### src/rtl/rseq_pkg.sv
package rseq_pkg;
  typedef enum logic [2:0] {
    S_IDLE, S_REQ0, S_RSP0, S_REQ1, S_RSP1, S_DESC, S_RUN
  } rseq_state_e;
endpackage

### src/rtl/rseq_len_sel.sv
// Chooses the record length: header word in variable mode, clamped to the
// register value when the header word is outside the legal range.
module rseq_len_sel #(
  parameter int DW = 32,
  parameter int LW = 24
) (
  input  logic          var_en,
  input  logic [DW-1:0] hdr_word,
  input  logic [LW-1:0] reg_len,
  output logic [LW-1:0] len,
  output logic          bad
);
  logic too_big;
  logic too_small;

  generate
    if (DW > LW) begin : g_wide
      assign too_big = |hdr_word[DW-1:LW];
    end else begin : g_narrow
      assign too_big = 1'b0;
    end
  endgenerate

  assign too_small = (hdr_word[LW-1:0] < LW'(2));
  assign bad       = var_en && (too_big || too_small);
  assign len       = (var_en && !bad) ? hdr_word[LW-1:0] : reg_len;
endmodule

### src/rtl/rseq_addr_gen.sv
// Tracks the record start offset from the base and the record index.
module rseq_addr_gen #(
  parameter int AW = 32,
  parameter int LW = 24
) (
  input  logic          clk,
  input  logic          rst_n,
  input  logic          advance,
  input  logic [AW-1:0] stride,
  input  logic [LW-1:0] recs,
  output logic [AW-1:0] off,
  output logic          last_rec
);
  logic [LW-1:0] idx;

  assign last_rec = ({1'b0, idx} + (LW+1)'(1)) >= {1'b0, recs};

  always_ff @(posedge clk) begin
    if (!rst_n) begin
      off <= '0;
      idx <= '0;
    end else if (advance) begin
      if (last_rec) begin
        off <= '0;
        idx <= '0;
      end else begin
        off <= off + stride;
        idx <= idx + LW'(1);
      end
    end
  end
endmodule

### src/rtl/rseq_smp_ctr.sv
// Counts samples of the running record; flags the tick that ends it.
module rseq_smp_ctr #(
  parameter int LW = 24
) (
  input  logic          clk,
  input  logic          rst_n,
  input  logic          clear,
  input  logic          tick,
  input  logic [LW-1:0] len,
  output logic          last
);
  logic [LW-1:0] cnt;

  assign last = ({1'b0, cnt} + (LW+1)'(1)) >= {1'b0, len};

  always_ff @(posedge clk) begin
    if (!rst_n)     cnt <= '0;
    else if (clear) cnt <= '0;
    else if (tick)  cnt <= cnt + LW'(1);
  end
endmodule

### src/rtl/rec_addr_seq.sv
module rec_addr_seq
  import rseq_pkg::*;
#(
  parameter int AW = 32,
  parameter int DW = 32,
  parameter int LW = 24
) (
  input  logic          clk,
  input  logic          rst_n,
  input  logic [AW-1:0] base_addr,
  input  logic [LW-1:0] rec_size,
  input  logic [LW-1:0] recs_per_buf,
  input  logic [AW-1:0] stride,
  input  logic          var_len_en,
  input  logic          hdr_en,
  input  logic          rec_start,
  output logic          rd_req_valid,
  input  logic          rd_req_ready,
  output logic [AW-1:0] rd_req_addr,
  input  logic          rd_rsp_valid,
  output logic          rd_rsp_ready,
  input  logic [DW-1:0] rd_rsp_data,
  output logic          rec_valid,
  input  logic          rec_ready,
  output logic [AW-1:0] rec_addr,
  output logic [LW-1:0] rec_len,
  input  logic          smp_tick,
  output logic          rec_done,
  output logic          buf_done,
  output logic          overrun,
  output logic          len_err,
  output logic          cfg_err
);
  localparam int HDR_BYTES = 8;
  localparam int WORD_BYTES = DW / 8;

  rseq_state_e   st, st_nxt;
  logic [LW-1:0] len_q;
  logic [AW-1:0] off;
  logic [AW-1:0] start_addr;
  logic          has_hdr;
  logic          last_rec;
  logic          smp_last;
  logic [LW-1:0] sel_len;
  logic          sel_bad;
  logic [AW:0]   need;

  assign has_hdr    = hdr_en || var_len_en;
  assign start_addr = base_addr + off;

  rseq_len_sel #(.DW(DW), .LW(LW)) u_len (
    .var_en   (var_len_en),
    .hdr_word (rd_rsp_data),
    .reg_len  (rec_size),
    .len      (sel_len),
    .bad      (sel_bad)
  );

  rseq_addr_gen #(.AW(AW), .LW(LW)) u_addr (
    .clk      (clk),
    .rst_n    (rst_n),
    .advance  (rec_done),
    .stride   (stride),
    .recs     (recs_per_buf),
    .off      (off),
    .last_rec (last_rec)
  );

  rseq_smp_ctr #(.LW(LW)) u_ctr (
    .clk   (clk),
    .rst_n (rst_n),
    .clear (rec_valid && rec_ready),
    .tick  (st == S_RUN && smp_tick),
    .len   (len_q),
    .last  (smp_last)
  );

  assign rd_req_valid = (st == S_REQ0) || (st == S_REQ1);
  assign rd_req_addr  = start_addr + ((st == S_REQ1) ? AW'(WORD_BYTES) : '0);
  assign rd_rsp_ready = (st == S_RSP0) || (st == S_RSP1);
  assign rec_valid    = (st == S_DESC);
  assign rec_addr     = start_addr + (has_hdr ? AW'(HDR_BYTES) : '0);
  assign rec_len      = len_q;
  assign rec_done     = (st == S_RUN) && smp_tick && smp_last;
  assign buf_done     = rec_done && last_rec;

  always_comb begin
    st_nxt = st;
    case (st)
      S_IDLE: if (rec_start) st_nxt = has_hdr ? S_REQ0 : S_DESC;
      S_REQ0: if (rd_req_ready) st_nxt = S_RSP0;
      S_RSP0: if (rd_rsp_valid) st_nxt = S_REQ1;
      S_REQ1: if (rd_req_ready) st_nxt = S_RSP1;
      S_RSP1: if (rd_rsp_valid) st_nxt = S_DESC;
      S_DESC: if (rec_ready) st_nxt = S_RUN;
      S_RUN:  if (rec_done) st_nxt = S_IDLE;
      default: st_nxt = S_IDLE;
    endcase
  end

  always_comb begin
    need = {{(AW+1-LW){1'b0}}, rec_size};
    if (has_hdr) need = need + (AW+1)'(HDR_BYTES);
  end

  always_ff @(posedge clk) begin
    if (!rst_n) begin
      st      <= S_IDLE;
      len_q   <= '0;
      overrun <= 1'b0;
      len_err <= 1'b0;
      cfg_err <= 1'b0;
    end else begin
      st      <= st_nxt;
      cfg_err <= ({1'b0, stride} < need);
      if (st == S_IDLE && rec_start) len_q <= rec_size;
      if (st != S_IDLE && rec_start) overrun <= 1'b1;
      if (st == S_RSP1 && rd_rsp_valid) begin
        len_q <= sel_len;
        if (sel_bad) len_err <= 1'b1;
      end
    end
  end
endmodule

### config.mk
export PLATFORM = sky130hd
export DESIGN_NAME = rec_addr_seq
export DESIGN_NICKNAME = d
export VERILOG_FILES = /design/src/rtl/rseq_pkg.sv /design/src/rtl/rseq_len_sel.sv /design/src/rtl/rseq_addr_gen.sv /design/src/rtl/rseq_smp_ctr.sv /design/src/rtl/rec_addr_seq.sv
export SDC_FILE = /design/constraint.sdc
export NUM_CORES = 1
export LEC_CHECK = 0
export BUFFER_PORTS_ARGS = -buffer_cell sky130_fd_sc_hd__buf_2
export CORE_UTILIZATION = 32
export DETAILED_ROUTE_END_ITERATION = 12
export GPL_TIMING_DRIVEN = 0
export PLACE_DENSITY = 0.57
export SYNTH_ARGS = -nofsm -noshare
export SYNTH_HDL_FRONTEND = slang
export SYNTH_SLANG_ARGS = --single-unit
export TNS_END_PERCENT = 5
### constraint.sdc
create_clock -name clk -period 6.4 [get_ports clk]
set_input_delay 1.28 -clock clk [delete_from_list [all_inputs] [get_ports clk]]
set_output_delay 1.28 -clock clk [all_outputs]
set_load 0.03 [all_outputs]
---- Word level (Yosys, flattened, before mapping) ----
Cells that the tools add are included.
storage, ports and cells
  bits in registers ....................... 110
  input bits .............................. 153
  output and inout port bits .............. 96
  logic and storage cells ................. 73
operators by class
  add/sub/neg operators ................... 9
  order comparisons ....................... 4
  eq/ne operators ......................... 13
  muxes and demuxes ....................... 17
  bitwise operators ....................... 1
  reductions and logical operators ........ 21
operators by type and width
  kind                     count
  $mux W24                 4
  $add A32 B32 Y32         2
  $add A24 B1 Y25 const B  2
  $ge A25 B24 Y1           2
  $add A24 B1 Y24 const B  2
  $lt A32 B33 Y1           1
  $add A32 B3 Y32          1
  $add A32 B4 Y32          1
  $mux W32                 1
  $mux W3                  9
  $add A24 B4 Y25 const B  1
  $mux W25                 1
  $lt A24 B2 Y1 const B    1
  $pmux W3 S7              1
  $ne A2 B2 Y1 const B     6
  $eq A3 B3 Y1 const B     3
  $logic_and A1 B1 Y1      9
  $reduce_or A8 Y1         1
  $reduce_and A7 Y1        1
  $eq A3 B2 Y1 const B     2
  $logic_or A1 B1 Y1       4
  $mux W4                  1
  $eq A3 B1 Y1 const B     1
  $logic_not A3 Y1         1
  other kinds (7)          7

---- Logic depth before layout (Yosys ltp) ----
Gate-level depths: netlist (run 1).
  depth after elaboration ................. 7
  gate-level depth with buffers ........... 22
  gate-level depth less buffers ........... 19

---- By module ----
A second synthesis (run 1) with hierarchy kept.
second synthesis, totals
  cells, all modules ...................... 1654
  area, all modules ....................... 12739.7 µm²
modules (own cells, without submodules)
  module         times used  cells each  area an instance (µm²)
  rec_addr_seq   1           737         5572.8
  rseq_addr_gen  1           619         4685.7
  rseq_smp_ctr   1           257         2025.7
  rseq_len_sel   1           41          455.4

---- Worst setup path before layout (run 1) ----
Ideal clock, no wire load.
  path kind ............................... input to output
  from .................................... input port base_addr[0]
  to ...................................... output port rd_req_addr[25]
  arrival time ............................ 4468 ps
  data required time ...................... 5120 ps
  setup slack ............................. 652 ps
  stages .................................. 10
  buffers on the path ..................... 0
  cell sequence ........................... ha_1 > inv_1 > fa_1 > xnor2_1 > ha_1 > and3_1 > and3_1 > nand4_1 > or4_4 > xnor2_1
on the way
  longest elaborated chain between the ends .. 2
ends and longest elaborated chain
  what              line                RTL
  start, declared   rec_addr_seq.sv:10  input logic [AW-1:0] base_addr,
  $add A32 B32 Y32  rec_addr_seq.sv:49  assign start_addr = base_addr + off;
  $add A32 B3 Y32   rec_addr_seq.sv:79  assign rd_req_addr = start_addr + ((st == S_REQ1) ? AW'(WORD_BYTES) : '0);
  end, declared     rec_addr_seq.sv:19  output logic [AW-1:0] rd_req_addr,
Every way passes these cells.

---- Worst setup path after layout (run 1) ----
  from .................................... input port base_addr[0]
  to ...................................... output port rec_addr[31]
on the way
  longest elaborated chain between the ends .. 2
ends and longest elaborated chain
  what              line                RTL
  $add A32 B32 Y32  rec_addr_seq.sv:49
  $add A32 B4 Y32   rec_addr_seq.sv:82  assign rec_addr = start_addr + (has_hdr ? AW'(HDR_BYTES) : '0);
  end, declared     rec_addr_seq.sv:25  output logic [AW-1:0] rec_addr,
Every way passes these cells.

==> results.md, run 1 <==
- Unrepaired setup endpoints after global routing: no
- Reg clk slew, reported paths: 80 ps
- CTS H-Tree Depth: 3
- Total number of vias: 11900
- EDFF count, synth: 0
- Startpoint Class: input pin
- Max-slew violations: 0
- Violation count after the first detailed-routing iteration: 632
- CTS tree: yes
- Layout cell share with drive strength beyond 1: 18.9%
- Synth Register Bits: 110
- DR pass1 iterations: 5
- Critical path endpoint category: output port
- Finished Cell Area: 14100 sq um
- Worst slew pin tran: 779 ps
- Syn_area_per_cell: 7.69 sq um
- Die width: 195 microns
- Commonest non-fill, non-tap cell in the layout: buf_2
- CP Max Fanout: 5
- Nets: 2102
- Vias per Instance: 5.22
- Post-Syn Nets: 1844
- Lkg Pwr: 6.51 nW
- Status: completed
- Postcts setup bufs: 0
- I/O Buffers: 248
- Final count of hold timing violations: 0
- Initial antenna violation count: 7
- Core area: 36600 sq um
- Pwr Density: 170 nW/um^2
- Worst skew pair latency: 370 ps
- DP Area: 13700 sq um
- Row count: 70
- CTS Sinks: 110
- Core Util, Final: 38.4%
- Seq/Total Area, Yosys: 18.5%
- Num CTS Buffers: 9
- Detail Placement HPWL: 32.8 mm
- Most frequent cells in the layout: buf_2, nand2_1, nor2_1
- Die H: 195 microns
- IO Count: 249
- Root Driver: clkbuf_16
- Number of nets with antenna violations after routing: 0
- Pre-CTS WS: 211 ps
- Synthesis Warnings: 0
- Hold WC Path Type: reg2reg
- Filler instances: 3871
- CP arrival: 4800 ps
- Post-synthesis cell count: 1548
- Fin crit share: 95.0%
- Final setup viols: 0
- Post-Syn Area: 11900 sq um
- Unique masters post-synth: 91
- Vias in the first global route: 11100
- Number of hold buffers added after CTS: 0
- All-layer global routing usage: 20.0%
- Largest net degree at the start of global routing: 19
- CP cell instances: buf_2 -> ha_1 -> inv_1 -> fa_1 -> nor2b_1 -> o31a_4 -> o2111ai_1 -> nand2_1 -> xor2_2 -> and4b_4 -> nand3_4 -> or4_4 -> nor4_4 -> xnor2_1 -> buf_2
- Crit-path most repeated cell: buf_2
- Top_reg_cell synth: dfxtp_1
- Final Critical Period: 6080 ps
- First-pass GRT wire length: 60.1 mm
- Initial core utilization: 32.5%
- Die area: 38000 sq um
- Synth async-reset ratio: 0%
- Area Overhead vs Synth: 18.1%
- Critical path's slowest cell: or4_4
- Slowest Stage Delay on Critical Path: 570 ps
- Post-Route Skew: 11.1 ps
- Setup_tns: 0 ps
- WL final: 39.2 mm
- Slew HR: 48.0%
- Max Buffers Root-to-Sink: 2
- Gr ovfl total: 0
- Crit Path Class: in2out
- Max cap viols: 0
- Maximum vdd drop: 120 uV
- Final RePlAce weighted congestion: 0.888
- Power Total: 2.39 mW
- Wire per inst: 17.2 microns
- Post-route setup slack: 319 ps
- Max frequency: 164 MHz
- Top cell type's share of synthesized area: 18.5%
- Yosys top cell by area: dfxtp_1
- Most area-consuming cells after synthesis: dfxtp_1, ha_1, xnor2_1
- Remaining DRCs: 0
- Data required, critical path: 5120 ps
-- flip-flops by register name, summed over array words and instances (netlist names) --
| name | flops |
|---|---|
| rec_len | 24 |
| u_addr.off | 32 |
| u_addr.idx | 24 |
| st | 3 |
| u_ctr.cnt | 24 |
| overrun | 1 |
| cfg_err | 1 |
| len_err | 1 |
-- worst paths after layout --
kind | start | endpoint | slack [ps] | cells after the start
worst min register to register | u_addr.idx[20]$_SDFFE_PN0P_ | u_addr.idx[20]$_SDFFE_PN0P_ | 460 | 2
worst max-delay path | base_addr[0] | rec_addr[31] | 320 | 15
worst max register to register | u_ctr.cnt[0]$_SDFFE_PP0P_ | st[1]$_SDFFE_PN0P_ | 1610 | 20
worst min-delay path | u_addr.idx[20]$_SDFFE_PN0P_ | u_addr.idx[20]$_SDFFE_PN0P_ | 460 | 2
-- metrics by stage --
stage	cells	hold WS [ps]
after floorplan	1548	432
after global placement	2264	442
after CTS	2280	461
final	2284	457
after detailed placement	2264	449
after global routing	2283	491
-- critical path: cells and delay by family --
family          cells  cell delay, ps
compound gates      2             690
xor+xnor            2             430
simple gates        6            1570
buf+inv             3             390
fa+ha+maj           2             440
-- where the power goes --
| part | internal [mW] | switching [mW] |
|---|---|---|
| combinational | 0.326 | 0.630 |
| clock | 0.318 | 0.295 |
| sequential | 0.756 | 0.0670 |
| total | 1.40 | 0.992 |
-- repair_timing --
action,CTS,global route
endpoints found under the hold margin,0,0
resized for setup,0,6
setup endpoints to repair,0,8
-- per-layer routing --
layer,vias to the layer above,track usage [%],part of all wire (%)
met1,5572,26.4,46
met3,50,3.12,4.4
met5,-,0,0.079
met4,4,6.50,2.6
met2,263,33.2,47
li1,6044,-,-
-- layout make-up --
type	instances	area [sq um]	share of cell area, %
Buffer	64	298	2.12
Clock buffer	10	239	1.70
Sequential cell	110	2200	15.7
Inverter	77	289	2.06
Clock inverter	6	66.3	0.472
Timing Repair Buffer	248	1240	8.83
Multi-Input combinational cell	1296	9120	64.9
Tap cell	468	586	4.17
Antenna cell	5	12.5	0.0890
-- cell usage after synthesis, types with 7 or more instances --
| cell | number |
|---|---|
| o211ai_1 | 7 |
| nand3b_1 | 7 |
| buf_2 | 13 |
| nor2b_1 | 24 |
| dfxtp_1 | 110 |
| clkbuf_1 | 40 |
| or3_1 | 14 |
| a22oi_1 | 9 |
| o21ai_0 | 51 |
| nor2_1 | 147 |
| o21a_1 | 12 |
| a21o_1 | 61 |
| inv_1 | 75 |
| nand3_1 | 78 |
| and2_1 | 8 |
| nand2_1 | 148 |
| nand4_1 | 42 |
| a31oi_1 | 12 |
| ha_1 | 141 |
| xnor2_1 | 101 |
| xor2_1 | 82 |
| a21oi_1 | 113 |
| nor4_1 | 9 |
| nor3_1 | 19 |
| and3_1 | 16 |
| a211o_1 | 7 |
| a211oi_1 | 30 |
| mux2i_1 | 28 |
| nand2b_1 | 13 |
-- kinds of logic after synthesis --
| group | Yosys count | share of synthesized area, % |
|---|---|---|
| AO/OA/AOI/OAI | 367 | 20.7 |
| XOR/XNOR | 189 | 14.3 |
| adder cells (fa/ha/maj) | 143 | 15.2 |
| buffers and inverters | 142 | 4.93 |
| flip-flops | 110 | 18.5 |
| multiplexers | 31 | 2.64 |
| AND/OR/NAND/NOR | 566 | 23.8 |
Note: power is estimated with default switching activity, not from simulation.
==> run 2, diff against run 1 <==
CORE_UTILIZATION = 25   (was 32)
PLACE_DENSITY = 0.49   (was 0.57)
clock period = 6.8 ns   (was 6.4 ns; I/O delays follow)
==> run 2 against run 1 <==
Effect of this change: the flow now finishes with violations (DRC); design area increased by 1.2%; die area increased by 28%; register-to-register slack improved by 240 ps; cell count increased by 6.2%; critical path type unchanged.
==> results.md, run 2 (same netlist as run 1, synthesis figures left out) <==
- Layout cell share with drive strength beyond 1: 18.8%
- Max cap viols: 0
- Num CTS Buffers: 9
- IO Count: 249
- Post-route setup slack: 412 ps
- Flop pwr share: 34.3%
- Sw Share: 42.0%
- Postcts setup bufs: 0
- Pwr Density: 159 nW/um^2
- Startpoint Class: input pin
- Vias in the first global route: 11000
- Nets: 2102
- I/O Buffers: 248
- CTS H-Tree Depth: 3
- WL final: 40.6 mm
- CTS Sinks: 110
- Critical path's slowest cell: nor3_1
- Most frequent cells in the layout: buf_2, nand2_1, nor2_1
- Max reg flops: 32
- Post-Route Skew: 18.9 ps
- Unrepaired setup endpoints after global routing: no
- Violation count after the first detailed-routing iteration: 680
- Die width: 220 microns
- Combinational share of power: 40.1%
- Core area: 46800 sq um
- Crit-path most repeated cell: nor2b_1
- Worst slew pin tran: 804 ps
- Commonest non-fill, non-tap cell in the layout: buf_2
- Clock share of power: 25.7%
- Setup_tns: 0 ps
- CTS tree: yes
- Sw power: 949 uW
- Final count of hold timing violations: 0
- Largest net degree at the start of global routing: 20
- Maximum vdd drop: 123 uV
- Data required, critical path: 5440 ps
- Worst skew pair latency: 370 ps
- Die H: 220 microns
- Status: finished, violations left
- Final setup viols: 0
- Max-slew violations: 0
- Initial antenna violation count: 9
- Area Overhead vs Synth: 19.5%
- Final Critical Period: 6390 ps
- Total number of vias: 11900
- CP Max Fanout: 7
- CP cell instances: buf_2 -> ha_1 -> inv_1 -> fa_1 -> nor2b_1 -> o21ai_0 -> a21oi_1 -> and2_0 -> clkbuf_1 -> nand3_1 -> nor3_1 -> nor2b_1 -> clkbuf_1 -> nor2b_1 -> xnor2_1 -> buf_2
- Wire per inst: 16.8 microns
- WHS: 466 ps
- Number of nets with antenna violations after routing: 0
- CP delay by family, top: simple AND/OR/NAND/NOR gates
- Slowest Stage Delay on Critical Path: 540 ps
- Detail Placement HPWL: 34.5 mm
- Max Buffers Root-to-Sink: 2
- Reg clk slew, reported paths: 80 ps
- WP buf/inv: 5
- Pre-CTS WS: 443 ps
- Fin crit share: 93.9%
- All-layer global routing usage: 16.4%
- Initial core utilization: 25.5%
- Critical path endpoint category: output port
- First-pass GRT wire length: 61.7 mm
- Failing checks: DRC
- Hold WC Path Type: reg2reg
- Crit Path Class: in2out
- Slew HR: 46.4%
- Number of hold buffers added after CTS: 0
- Most flop-heavy register: u_addr.off
- Max frequency: 157 MHz
- Final RePlAce weighted congestion: 0.877
- DR pass1 iterations: 9
- Lkg Pwr: 6.50 nW
- Root Driver: clkbuf_16
- P_int: 1.31 mW
- Vias per Instance: 4.91
- Die area: 48500 sq um
- CP arrival: 5030 ps
- Gr ovfl total: 0
- Post-CTS resize count: 0
- Row count: 79
- Remaining DRCs: 18
## run 2: worst min-delay path: stages, from the launching register on
cell	delay [ps]
dfxtp_1	320
nand2_1	50
a21oi_1	50
## run 2: metrics by stage
step	power [mW]	instance area [sq um]	cells	utilization (%)
after floorplan	1.39	11900	1548	-
after global placement	1.69	13900	2403	29.7
after detailed placement	1.70	13900	2403	29.7
after CTS	2.29	14200	2419	30.4
after global routing	2.41	14200	2421	30.4
final	2.26	14200	2426	30.4
## run 2: path summary, 6_finish.rpt
kind / from / end / slack, ps / cells past startpoint
min reg2reg: u_addr.idx[20]$_SDFFE_PN0P_ / u_addr.idx[20]$_SDFFE_PN0P_ / 470 / 2
max reg2reg: u_ctr.cnt[0]$_SDFFE_PP0P_ / u_addr.off[7]$_SDFFE_PN0P_ / 1850 / 19
max: base_addr[0] / rd_req_addr[24] / 410 / 16
min: u_addr.idx[20]$_SDFFE_PN0P_ / u_addr.idx[20]$_SDFFE_PN0P_ / 470 / 2
## run 2: layer usage
layer  vias to the layer above  routed length (microns)  global-route usage (%)  share of wire, %
met1                      5574                    18800                    22.1                46
met5                         -                       56                       0              0.14
met3                        38                     2140                    2.89               5.3
met4                         8                      584                    3.54               1.4
met2                       233                    19100                    26.9                47
li1                       6060                        -                       -                 -
## run 2: layout make-up
type,count,area [sq um]
Fill cell,5104,32500
Antenna cell,8,20.0
Buffer,64,295
Tap cell,607,759
Sequential cell,110,2200
Multi-Input combinational cell,1296,9110
Inverter,77,289
Clock buffer,9,225
Timing Repair Buffer,248,1240
Clock inverter,7,81.3
## run 2: power by group through the flow
stage | combinational, mW | sequential (mW) | clock (mW)
final | 0.905 | 0.774 | 0.580
after global placement | 0.902 | 0.790 | 0
after global routing | 0.998 | 0.785 | 0.623
after CTS | 0.911 | 0.776 | 0.600
after floorplan | 0.506 | 0.884 | 0
after detailed placement | 0.907 | 0.791 | 0
